### src/rtl/qtc_pkg.sv
package qtc_pkg;
  typedef enum logic [1:0] {
    MODE_TIMER = 2'd0,
    MODE_GATED = 2'd1,
    MODE_COUNT = 2'd2,
    MODE_ENC   = 2'd3
  } qtc_mode_e;

  typedef enum logic [1:0] {
    ROLE_TIMER   = 2'd0,
    ROLE_CAPTURE = 2'd1,
    ROLE_RELOAD  = 2'd2,
    ROLE_HOLD    = 2'd3
  } qtc_role_e;

  typedef enum logic [1:0] {
    TRIG_PIN   = 2'd0,
    TRIG_LRISE = 2'd1,
    TRIG_LFALL = 2'd2,
    TRIG_LANY  = 2'd3
  } qtc_trig_e;
endpackage

### src/rtl/qtc_prescaler.sv
module qtc_prescaler #(
  parameter int BASE  = 3,
  parameter int SEL_W = 3,
  localparam int NSEL = 1 << SEL_W,
  localparam int CW   = BASE + NSEL - 1
) (
  input  logic            clk,
  input  logic            rst_n,
  output logic [NSEL-1:0] tick_o
);
  logic [CW-1:0] div_q;

  always_ff @(posedge clk or negedge rst_n) begin
    if (!rst_n) div_q <= '0;
    else        div_q <= div_q + 1'b1;
  end

  // tick g fires once every 2^(BASE+g) cycles
  for (genvar g = 0; g < NSEL; g++) begin : g_tick
    assign tick_o[g] = &div_q[BASE+g-1:0];
  end


  tick_gap_chk: assert property (@(posedge clk) disable iff (!rst_n)
    tick_o[0] |=> !tick_o[0]);
endmodule

### src/rtl/qtc_pin_sync.sv
module qtc_pin_sync #(
  parameter int N = 3
) (
  input  logic         clk,
  input  logic         rst_n,
  input  logic [N-1:0] pin_i,
  output logic [N-1:0] lvl_o,
  output logic [N-1:0] rise_o,
  output logic [N-1:0] fall_o
);
  logic [N-1:0] s1_q, s2_q, s3_q;

  always_ff @(posedge clk or negedge rst_n) begin
    if (!rst_n) begin
      s1_q <= '0;
      s2_q <= '0;
      s3_q <= '0;
    end else begin
      s1_q <= pin_i;
      s2_q <= s1_q;
      s3_q <= s2_q;
    end
  end

  assign lvl_o  = s2_q;
  assign rise_o = s2_q & ~s3_q;
  assign fall_o = ~s2_q & s3_q;
endmodule

### src/rtl/qtc_counter.sv
module qtc_counter
  import qtc_pkg::*;
#(
  parameter int W = 16
) (
  input  logic         clk,
  input  logic         rst_n,
  input  qtc_mode_e    mode_i,
  input  logic         run_i,
  input  logic         stall_i,
  input  logic         tick_i,
  input  logic         in_lvl_i,
  input  logic         in_rise_i,
  input  logic         in_fall_i,
  input  logic         ud_lvl_i,
  input  logic         ud_rise_i,
  input  logic         ud_fall_i,
  input  logic         gate_lvl_i,
  input  logic         dir_down_i,
  input  logic         dir_ext_en_i,
  input  logic         alt_src_i,
  input  logic         alt_evt_i,
  input  logic         load_i,
  input  logic [W-1:0] load_val_i,
  output logic [W-1:0] cnt_o,
  output logic         wrap_o
);
  logic [W-1:0] cnt_q;
  logic step_raw, step, up, a_evt, b_evt, sw_down;

  always_comb begin
    a_evt    = in_rise_i | in_fall_i;
    b_evt    = ud_rise_i | ud_fall_i;
    sw_down  = dir_down_i ^ (dir_ext_en_i & ud_lvl_i);
    up       = ~sw_down;
    step_raw = 1'b0;
    case (mode_i)
      MODE_TIMER: step_raw = tick_i;
      MODE_GATED: step_raw = tick_i & (in_lvl_i == gate_lvl_i);
      MODE_COUNT: step_raw = alt_src_i ? alt_evt_i : in_rise_i;
      MODE_ENC: begin
        // simultaneous A and B edges are illegal and ignored
        step_raw = a_evt ^ b_evt;
        up       = a_evt ? (in_lvl_i != ud_lvl_i) : (ud_lvl_i == in_lvl_i);
      end
      default: step_raw = 1'b0;
    endcase
    step   = step_raw & run_i & ~stall_i;
    wrap_o = step & (up ? (&cnt_q) : ~(|cnt_q));
  end

  always_ff @(posedge clk or negedge rst_n) begin
    if (!rst_n)    cnt_q <= '0;
    else if (load_i) cnt_q <= load_val_i;
    else if (step) cnt_q <= up ? cnt_q + 1'b1 : cnt_q - 1'b1;
  end

  assign cnt_o = cnt_q;


  step_size_chk: assert property (@(posedge clk) disable iff (!rst_n)
    !load_i |=> (cnt_q == $past(cnt_q) || cnt_q == $past(cnt_q) + W'(1)
                 || cnt_q == $past(cnt_q) - W'(1)));

  wrap_value_chk: assert property (@(posedge clk) disable iff (!rst_n)
    (wrap_o && !load_i) |=> (cnt_q == '0 || cnt_q == '1));

  stall_hold_chk: assert property (@(posedge clk) disable iff (!rst_n)
    (stall_i && !load_i) |=> $stable(cnt_q));
endmodule

### src/rtl/qtc_timer_group.sv
module qtc_timer_group
  import qtc_pkg::*;
#(
  parameter int W         = 16,
  parameter int N_AUX     = 2,
  parameter int PRE_BASE  = 3,
  parameter int PRE_SEL_W = 3,
  localparam int NT       = N_AUX + 1,
  localparam int SW       = $clog2(NT),
  localparam int PSW      = PRE_SEL_W
) (
  input  logic              clk,
  input  logic              rst_n,
  input  logic [NT-1:0]     tin_i,
  input  logic [NT-1:0]     tud_i,
  input  logic [NT-1:0]     run_i,
  input  logic [2*NT-1:0]   mode_i,
  input  logic [PSW*NT-1:0] pre_sel_i,
  input  logic [NT-1:0]     dir_down_i,
  input  logic [NT-1:0]     dir_ext_en_i,
  input  logic [NT-1:0]     gate_lvl_i,
  input  logic [2*N_AUX-1:0] aux_role_i,
  input  logic [2*N_AUX-1:0] rld_trig_i,
  input  logic [N_AUX-1:0]  aux_latch_clk_i,
  input  logic              wr_en_i,
  input  logic [SW-1:0]     wr_sel_i,
  input  logic [W-1:0]      wr_data_i,
  output logic [W*NT-1:0]   cnt_o,
  output logic [NT-1:0]     wrap_o,
  output logic              latch_o
);
  localparam int NSEL = 1 << PRE_SEL_W;

  logic [NSEL-1:0] tick_all;
  logic [NT-1:0] in_lvl, in_rise, in_fall, ud_lvl, ud_rise, ud_fall;
  logic [NT-1:0] wr_hit;
  logic [W-1:0]  core_cnt, core_load_val, rld_val;
  logic [W-1:0]  aux_cnt [N_AUX];
  logic          core_wrap_raw, core_wrap, core_load, rld_any, latch_q;
  logic [N_AUX-1:0] rld_fire, cap_fire;

  qtc_prescaler #(.BASE(PRE_BASE), .SEL_W(PRE_SEL_W)) u_pre (
    .clk(clk), .rst_n(rst_n), .tick_o(tick_all));

  qtc_pin_sync #(.N(NT)) u_sync_in (
    .clk(clk), .rst_n(rst_n), .pin_i(tin_i),
    .lvl_o(in_lvl), .rise_o(in_rise), .fall_o(in_fall));

  qtc_pin_sync #(.N(NT)) u_sync_ud (
    .clk(clk), .rst_n(rst_n), .pin_i(tud_i),
    .lvl_o(ud_lvl), .rise_o(ud_rise), .fall_o(ud_fall));

  always_comb begin
    for (int t = 0; t < NT; t++) wr_hit[t] = wr_en_i && (wr_sel_i == SW'(t));
  end

  // core wrap is cancelled by a same-cycle write
  assign core_wrap = core_wrap_raw & ~wr_hit[0];

  // lowest-numbered auxiliary timer wins the reload
  always_comb begin
    rld_any = 1'b0;
    rld_val = '0;
    for (int i = N_AUX - 1; i >= 0; i--) begin
      if (rld_fire[i]) begin
        rld_any = 1'b1;
        rld_val = aux_cnt[i];
      end
    end
  end

  assign core_load     = wr_hit[0] | rld_any;
  assign core_load_val = wr_hit[0] ? wr_data_i : rld_val;

  qtc_counter #(.W(W)) u_core (
    .clk(clk), .rst_n(rst_n),
    .mode_i(qtc_mode_e'(mode_i[1:0])),
    .run_i(run_i[0]), .stall_i(1'b0),
    .tick_i(tick_all[pre_sel_i[PSW-1:0]]),
    .in_lvl_i(in_lvl[0]), .in_rise_i(in_rise[0]), .in_fall_i(in_fall[0]),
    .ud_lvl_i(ud_lvl[0]), .ud_rise_i(ud_rise[0]), .ud_fall_i(ud_fall[0]),
    .gate_lvl_i(gate_lvl_i[0]), .dir_down_i(dir_down_i[0]),
    .dir_ext_en_i(dir_ext_en_i[0]),
    .alt_src_i(1'b0), .alt_evt_i(1'b0),
    .load_i(core_load), .load_val_i(core_load_val),
    .cnt_o(core_cnt), .wrap_o(core_wrap_raw));

  always_ff @(posedge clk or negedge rst_n) begin
    if (!rst_n) latch_q <= 1'b0;
    else        latch_q <= latch_q ^ core_wrap;
  end

  assign latch_o      = latch_q;
  assign cnt_o[W-1:0] = core_cnt;
  assign wrap_o[0]    = core_wrap;

  for (genvar i = 0; i < N_AUX; i++) begin : g_aux
    qtc_role_e role;
    qtc_trig_e trig;
    logic      wrap_l, stall, load;
    logic [W-1:0] load_val;

    assign role  = qtc_role_e'(aux_role_i[2*i +: 2]);
    assign trig  = qtc_trig_e'(rld_trig_i[2*i +: 2]);
    assign stall = (role != ROLE_TIMER);

    assign rld_fire[i] = (role == ROLE_RELOAD) &&
      ((trig == TRIG_PIN)   ? in_rise[i+1] :
       (trig == TRIG_LRISE) ? (core_wrap & ~latch_q) :
       (trig == TRIG_LFALL) ? (core_wrap & latch_q) : core_wrap);
    assign cap_fire[i] = (role == ROLE_CAPTURE) && in_rise[i+1];

    assign load     = wr_hit[i+1] | cap_fire[i];
    assign load_val = wr_hit[i+1] ? wr_data_i : core_cnt;

    qtc_counter #(.W(W)) u_cnt (
      .clk(clk), .rst_n(rst_n),
      .mode_i(qtc_mode_e'(mode_i[2*(i+1) +: 2])),
      .run_i(run_i[i+1]), .stall_i(stall),
      .tick_i(tick_all[pre_sel_i[(i+1)*PSW +: PSW]]),
      .in_lvl_i(in_lvl[i+1]), .in_rise_i(in_rise[i+1]), .in_fall_i(in_fall[i+1]),
      .ud_lvl_i(ud_lvl[i+1]), .ud_rise_i(ud_rise[i+1]), .ud_fall_i(ud_fall[i+1]),
      .gate_lvl_i(gate_lvl_i[i+1]), .dir_down_i(dir_down_i[i+1]),
      .dir_ext_en_i(dir_ext_en_i[i+1]),
      .alt_src_i(aux_latch_clk_i[i]), .alt_evt_i(core_wrap),
      .load_i(load), .load_val_i(load_val),
      .cnt_o(aux_cnt[i]), .wrap_o(wrap_l));

    assign cnt_o[(i+1)*W +: W] = aux_cnt[i];
    assign wrap_o[i+1]         = wrap_l & ~wr_hit[i+1];


    capture_load_chk: assert property (@(posedge clk) disable iff (!rst_n)
      (cap_fire[i] && !wr_hit[i+1]) |=> aux_cnt[i] == $past(core_cnt));
  end


  latch_toggle_chk: assert property (@(posedge clk) disable iff (!rst_n)
    !$stable(latch_q) |-> $past(core_wrap));

  reload_load_chk: assert property (@(posedge clk) disable iff (!rst_n)
    (rld_any && !wr_hit[0]) |=> core_cnt == $past(rld_val));

  write_wins_chk: assert property (@(posedge clk) disable iff (!rst_n)
    wr_hit[0] |=> core_cnt == $past(wr_data_i));
endmodule

### config.mk
export PLATFORM = sky130hd
export DESIGN_NAME = qtc_timer_group
export DESIGN_NICKNAME = d
export VERILOG_FILES = /design/src/rtl/qtc_pkg.sv /design/src/rtl/qtc_prescaler.sv /design/src/rtl/qtc_pin_sync.sv /design/src/rtl/qtc_counter.sv /design/src/rtl/qtc_timer_group.sv
export SDC_FILE = /design/constraint.sdc
export NUM_CORES = 1
export LEC_CHECK = 0
export ABC_AREA = 0
export BUFFER_PORTS_ARGS = -buffer_cell sky130_fd_sc_hd__buf_2
export CORE_AREA = 2 2 119 121
export DETAILED_ROUTE_END_ITERATION = 10
export DIE_AREA = 0 0 121 123
export GPL_TIMING_DRIVEN = 0
export PLACE_DENSITY = 0.75
export SLEW_MARGIN = 20
export SYNTH_ARGS = -nofsm -noshare
export SYNTH_HDL_FRONTEND = slang
export SYNTH_SLANG_ARGS = --single-unit
### constraint.sdc
create_clock -name clk -period 6 [get_ports clk]
set_input_delay 0.6 -clock clk [delete_from_list [all_inputs] [get_ports clk]]
set_output_delay 0.6 -clock clk [all_outputs]
set_load 0.01 [all_outputs]
==> results of run 1 <==
==> cells by family after synthesis <==
group / share of synthesized area [%]
mux: 2.53
buf+inv: 4.21
flops: 28.7
fa+ha+maj: 10.4
simple gates: 21.5
compound gates: 26.3
xor+xnor: 6.36
==> area by class of cell <==
cell class / count / area, sq um
Sequential cell: 77 / 1930
Inverter: 39 / 146
Clock inverter: 5 / 58.8
Multi-Input combinational cell: 677 / 4520
Tap cell: 180 / 225
Buffer: 29 / 136
Clock buffer: 11 / 233
Fill cell: 1228 / 5750
Antenna cell: 1 / 2.50
Timing Repair Buffer: 117 / 609
==> sequential cells by signal (all words and copies together), names as in the netlist <==
signal / cells
u_sync_in.lvl_o: 3
u_pre.div_q: 10
g_aux.u_cnt.cnt_o: 32
u_sync_ud.s1_q: 3
u_sync_ud.s3_q: 3
u_sync_ud.lvl_o: 3
u_sync_in.s3_q: 3
latch_o: 1
u_core.cnt_o: 16
u_sync_in.s1_q: 3
==> cells in the final DEF, fill, tap and decap left out, drive strengths merged, types with 6 or more instances in the layout <==
master,count
nand4,18
clkbuf,31
nand3b,7
a211oi,23
a31oi,9
nor4,14
ha,51
nor3,30
buf,126
inv,40
and3,8
o31ai,10
o21ai,74
a21oi,59
nand2,72
a21o,9
o211ai,24
mux2,6
o22ai,14
nor2,66
nor2b,10
xnor2,22
nand2b,8
mux2i,8
dfrtp,77
xor2,24
nand3,24
o21a,6
or3,13
==> worst reg2reg max path, delay by kind of cell (launching register included) <==
| family | cells | cell delay, ns |
|---|---|---|
| multiplexers | 1 | 0.27 |
| adder cells (fa/ha/maj) | 3 | 0.72 |
| buffers and inverters | 1 | 0.29 |
| AO/OA/AOI/OAI | 10 | 1.76 |
| flip-flops | 1 | 0.40 |
| AND/OR/NAND/NOR | 5 | 1.55 |
==> routing by layer <==
| metal | GRT usage, % | wire length (microns) | vias to the layer above | part of all wire [%] |
|---|---|---|---|---|
| met2 | 49.2 | 10300 | 355 | 46 |
| met5 | 0 | 0 | - | 0 |
| met4 | 14.1 | 764 | 0 | 3.4 |
| li1 | - | - | 3345 | - |
| met3 | 5.86 | 2160 | 61 | 9.6 |
| met1 | 40.8 | 9350 | 3368 | 41 |
==> power breakdown <==
group | total, mW | switching, mW | leakage [nW] | internal, mW
registers | 1.03 | 0.376 | 0.912 | 0.656
logic | 1.78 | 0.990 | 2.45 | 0.790
clock network | 0.552 | 0.228 | 0.136 | 0.323
==> final timing paths <==
check                                   from                      end  slack (ns)
max in group asynchronous              rst_n  g_aux[1].u_cnt.cnt_o[5]        5.13
max reg2reg                   u_pre.div_q[0]          u_core.cnt_o[9]        0.88
min reg2reg                u_sync_in.s1_q[0]       u_sync_in.lvl_o[0]        0.35
max                           u_pre.div_q[0]          u_core.cnt_o[9]        0.88
min                                    rst_n        u_sync_ud.s1_q[2]        0.24
min in group clk           u_sync_in.s1_q[0]       u_sync_in.lvl_o[0]        0.35
==> reports/metrics.csv, run 1 <==
stage,metric,value,unit
clock_tree,clk_path_buf_depth,2,
sta,hold-worst-slack,0.238,ns
finish,fin_cells,1136,
drt,routed_wl,22.6,mm
hold_path,hold_class,input port to asynchronous set/reset pin,
global_route,overflow,0,
drt,vias,7129,
sta,setup_viol_count_final,0,
synthesis,ys_seq_area_share,28.7,%
clock_tree,numCtsBuffers,9,
global_route,antenna_found_initial,1,
critical_path,path_buf_inv,1,
drt,wl_per_cell,19.9,microns
clock_tree,cts_root_buf,clkbuf_16,
power,total_power,3.36,mW
drt,vias_per_cell,6.28,
placement,place_ws,0.951,ns
synthesis,syn_area,0.00671,sq mm
critical_path,worst_r2r_path_depth,20,
flow_run,maxCapViolCount,0,
drt,drt_iter0_drc,751,
outcome,status,completed,
synthesis,synth_commonest_cells,"77 x dfrtp_1, 74 x o21ai_0, 72 x nand2_1, 66 x nor2_1, 58 x a21oi_1",
synthesis,yosys.area.top_type,dfrtp_1,
clock_tree,path_clk_slew,0.06,ns
sta,relSlewSlack,27.7,%
critical_path,path_class,flip-flop to flip-flop,
synthesis,synthCells,822,
sta,slew_violations,0,
sta,fin_setup_tns,0,ns
synthesis,synth_top_area_share,28.7,%
drt,drc,0,
clock_tree,cts_setup_buffers,0,
synthesis,yosysMostFrequentCell,dfrtp_1,
critical_path,cp_top_family,compound AO/OA/AOI/OAI gates,
synthesis,synth-seq-cells,77,
sta,post-route-period-util,85.3,%
clock_tree,holdBufCountCts,0,
global_route,grt_start_max_net_pins,44,
global_route,grt_pass1_wl,35.0,mm
critical_path,critPathMaxFanout,10,
floorplan,die_y,123,microns
floorplan,die_x,121,microns
floorplan,row_count,43,
synthesis,synth_edf_count,0,
finish,finalInstanceArea,0.00786,sq mm
clock_tree,worst_skew_pair.late_latency,0.35,ns
synthesis,ys_async_sr_fraction,100,%
floorplan,start_util,49.3,%
critical_path,endpoint_kind,flip-flop,
finish,final_core_util,57.7,%
floorplan,core_area,0.0136,sq mm
power,p_per_area,428,mW/mm^2
global_route,grt_usage,30.9,%
sta,fin_crit,5.12,ns
synthesis,yosys_warnings,0,
synthesis,synth_cell_type_count,73,
critical_path,cp_data_arrival_time,5.33,ns
critical_path,required,6.22,ns
placement,gp_congestion,0.996,
sta,worst_pin_slew,1.08,ns
critical_path,cp_slowest_cell,nor3_1,
placement,dp.cells,1119,
clock_tree,cts_tree,done,
clock_tree,cts.repair.resized,0,
sta,setup_ws,0.885,ns
synthesis,syn-num-nets,940,
drt,drtAntennaViolNets,0,
critical_path,max_stage_delay,0.80,ns
synthesis,yosys_most_used_dff,dfrtp_1,
floorplan,dieArea,0.0149,sq mm
sta,max_freq,195,MHz
sta,finalClockSkew,0.0109,ns
critical_path,crit_chain,"ha_1, nand2_1, nor2_1, and2_1, ha_1, o211ai_1, a2bb2oi_1, a21oi_1, o22ai_1, clkbuf_1, and2_1, ha_1, mux2_2, o21ai_0, a21oi_1, a21o_1, nor3_1, o21ai_0, o211ai_1, o21ai_0",
synthesis,synthTopCellsByArea,"dfrtp_1 29%, ha_1 9.5%, o21ai_0 5.5%",
placement,postPlaceCellArea,0.00756,sq mm
sta,rsz0062_at_grt,false,
power,ir_worst_vdd,0.270,mV
sta,hold_violations,0,
global_route,grt_pass1_vias,6603,
synthesis,syn_avg_cell_area,8.17,sq um
clock_tree,cts.sinks,77,
drt,drt_pre_antenna_iters,6,
finish,finish.net_count,1068,
critical_path,critPathLaunchType,flip-flop,
placement,place_hpwl,16.9,mm
placement,portBuffers,115,
finish,area_growth,17.1,%
clock_tree,htreeDepth,3,
floorplan,ios,116,
finish,drive_gt1_share,16.8,%
critical_path,cp.depth,20,
power,p_leak,3.50,nW
(Power assumes the default switching activity.)
==> inputs of run 2 (changes only) <==
--- a/config.mk
+++ b/config.mk
@@ -8,6 +8,7 @@
 export ABC_AREA = 0
 export BUFFER_PORTS_ARGS = -buffer_cell sky130_fd_sc_hd__buf_2
 export CORE_AREA = 2 2 119 121
+export CTS_BUF_LIST = sky130_fd_sc_hd__clkbuf_16
 export DETAILED_ROUTE_END_ITERATION = 10
 export DIE_AREA = 0 0 121 123
 export GPL_TIMING_DRIVEN = 0
==> reports/metrics.csv, run 2 (synthesis results as in run 1) <==
stage,metric,value,unit,change
drt,routed_wl,22.6,mm,+0.10%
critical_path,crit_chain,"ha_1, nand2_1, nor2_1, and2_1, ha_1, o211ai_1, a2bb2oi_1, a21oi_1, o22ai_1, clkbuf_1, and2_1, ha_1, mux2_2, o21ai_0, a21oi_1, a21o_1, nor3_1, o21ai_0, o211ai_1, o21ai_0",,
floorplan,start_util,49.3,%,unchanged
drt,drt_pre_antenna_iters,5,,-1
critical_path,critPathMaxFanout,10,,unchanged
clock_tree,clk_path_buf_depth,2,,unchanged
finish,n_fill_cell,1228,,unchanged
floorplan,core_area,0.0136,sq mm,unchanged
global_route,overflow,0,,unchanged
clock_tree,htreeDepth,3,,unchanged
floorplan,dieArea,0.0149,sq mm,unchanged
clock_tree,cts_tree,done,,
finish,largest_reg_flops,32,,unchanged
critical_path,critPathLaunchType,flip-flop,,
sta,finalClockSkew,0.0112,ns,+0.000230 ns
sta,slew_violations,0,,unchanged
sta,hold_violations,0,,unchanged
global_route,grt_pass1_vias,6603,,unchanged
global_route,grt_usage,30.9,%,unchanged
drt,wl_per_cell,19.9,microns,+0.10%
critical_path,max_stage_delay,0.82,ns,+0.02 ns
finish,area_growth,17.1,%,unchanged
sta,fin_setup_tns,0,ns,unchanged
sta,setup_viol_count_final,0,,unchanged
drt,drt_iter0_drc,743,,-1.1%
finish,final_cell_mix,"118 x buf_2, 77 x dfrtp_1, 74 x o21ai_0, 72 x nand2_1, 66 x nor2_1",,
critical_path,path_buf_inv,1,,unchanged
power,ir_worst_vdd,0.270,mV,+0.19%
placement,portBuffers,115,,unchanged
clock_tree,worst_skew_pair.late_latency,0.35,ns,about the same
critical_path,cp_top_family,compound AO/OA/AOI/OAI gates,,
floorplan,row_count,43,,unchanged
drt,drc,0,,unchanged
drt,vias,7110,,-0.27%
global_route,antenna_found_initial,1,,unchanged
critical_path,path_class,flip-flop to flip-flop,,
placement,dp.cells,1119,,unchanged
clock_tree,path_clk_slew,0.06,ns,about the same
sta,relSlewSlack,28.1,%,+0.42 points
placement,gp_congestion,0.996,,unchanged
sta,worst_pin_slew,1.08,ns,-0.00626 ns
placement,place_hpwl,16.9,mm,unchanged
finish,fin_cells,1136,,unchanged
global_route,grt_pass1_wl,35.0,mm,unchanged
clock_tree,cts.sinks,77,,unchanged
sta,fin_crit,5.14,ns,+0.0237 ns
finish,finish.net_count,1068,,unchanged
hold_path,hold_class,input port to asynchronous set/reset pin,,
clock_tree,holdBufCountCts,0,,unchanged
global_route,grt_start_max_net_pins,44,,unchanged
critical_path,cp_slowest_cell,nor3_1,,
drt,vias_per_cell,6.26,,-0.27%
floorplan,die_y,123,microns,unchanged
sta,max_freq,195,MHz,-0.46%
finish,layout_commonest_cell,buf_2,,
floorplan,ios,116,,unchanged
power,p_leak,3.50,nW,+0.24%
outcome,status,completed,,
sta,post-route-period-util,85.6,%,+0.40 points
drt,drtAntennaViolNets,0,,unchanged
clock_tree,numCtsBuffers,9,,unchanged
power,p_per_area,428,mW/mm^2,about the same
clock_tree,cts.repair.resized,0,,unchanged
floorplan,die_x,121,microns,unchanged
critical_path,cp_data_arrival_time,5.36,ns,+0.03 ns
sta,rsz0062_at_grt,false,,
critical_path,required,6.22,ns,about the same
clock_tree,cts_setup_buffers,0,,unchanged
clock_tree,cts_root_buf,clkbuf_16,,
finish,drive_gt1_share,16.8,%,unchanged
critical_path,endpoint_kind,flip-flop,,
flow_run,maxCapViolCount,0,,unchanged
sta,hold-worst-slack,0.237,ns,-0.000900 ns
-- run 2: changes by cell type in the layout (fill, tap and decap cells not counted), sizes merged --
cell,change
clkbuf,-2
inv,+2
-- run 2: final cells by class --
type / instances / area [sq um] / area share [%]
inverter: 39 / 146 / 1.86
clock inverter: 7 / 66.3 / 0.844
clock buffer: 9 / 225 / 2.87
antenna: 1 / 2.50 / 0.0318
timing repair buffer: 117 / 609 / 7.75
multi-input combinational: 677 / 4520 / 57.5
tap: 180 / 225 / 2.87
buffer: 29 / 136 / 1.74
sequential: 77 / 1930 / 24.5
-- run 2: metal layers --
layer | share of wire, % | track usage [%] | wire length, microns
met5 | 0 | 0 | 0
met3 | 9.4 | 5.86 | 2130
met1 | 41 | 40.8 | 9370
met2 | 46 | 49.2 | 10300
met4 | 3.5 | 14.1 | 799
-- run 2: report_power, final --
part	leakage [nW]	switching [mW]	internal (mW)
logic	2.45	0.990	0.790
registers	0.912	0.376	0.656
clock network	0.144	0.231	0.320
-- run 2: through the flow --
step | total power, mW | area, sq um | utilization (%) | setup slack, ns
after detailed placement | 2.76 | 7560 | 55.6 | 0.951
after floorplan | 2.15 | 6710 | - | 1.56
after CTS | 3.32 | 7860 | 57.7 | 0.915
final | 3.36 | 7860 | 57.7 | 0.861
after global routing | 3.60 | 7860 | 57.7 | 0.531
after global placement | 2.73 | 7510 | 55.2 | 0.390
-- run 2: final timing paths --
kind / slack (ns) / depth (start not counted) / endpoint / start
worst min-delay path: 0.24 / 1 / u_sync_ud.s1_q[2] / rst_n
worst max-delay path: 0.86 / 20 / u_core.cnt_o[9] / u_pre.div_q[0]
max in group asynchronous: 5.13 / 2 / g_aux[1].u_cnt.cnt_o[5] / rst_n
worst min register to register: 0.35 / 0 / u_sync_in.lvl_o[0] / u_sync_in.s1_q[0]
min in group clk: 0.35 / 1 / u_sync_ud.s1_q[0] / tud_i[0]
worst max register to register: 0.86 / 20 / u_core.cnt_o[9] / u_pre.div_q[0]
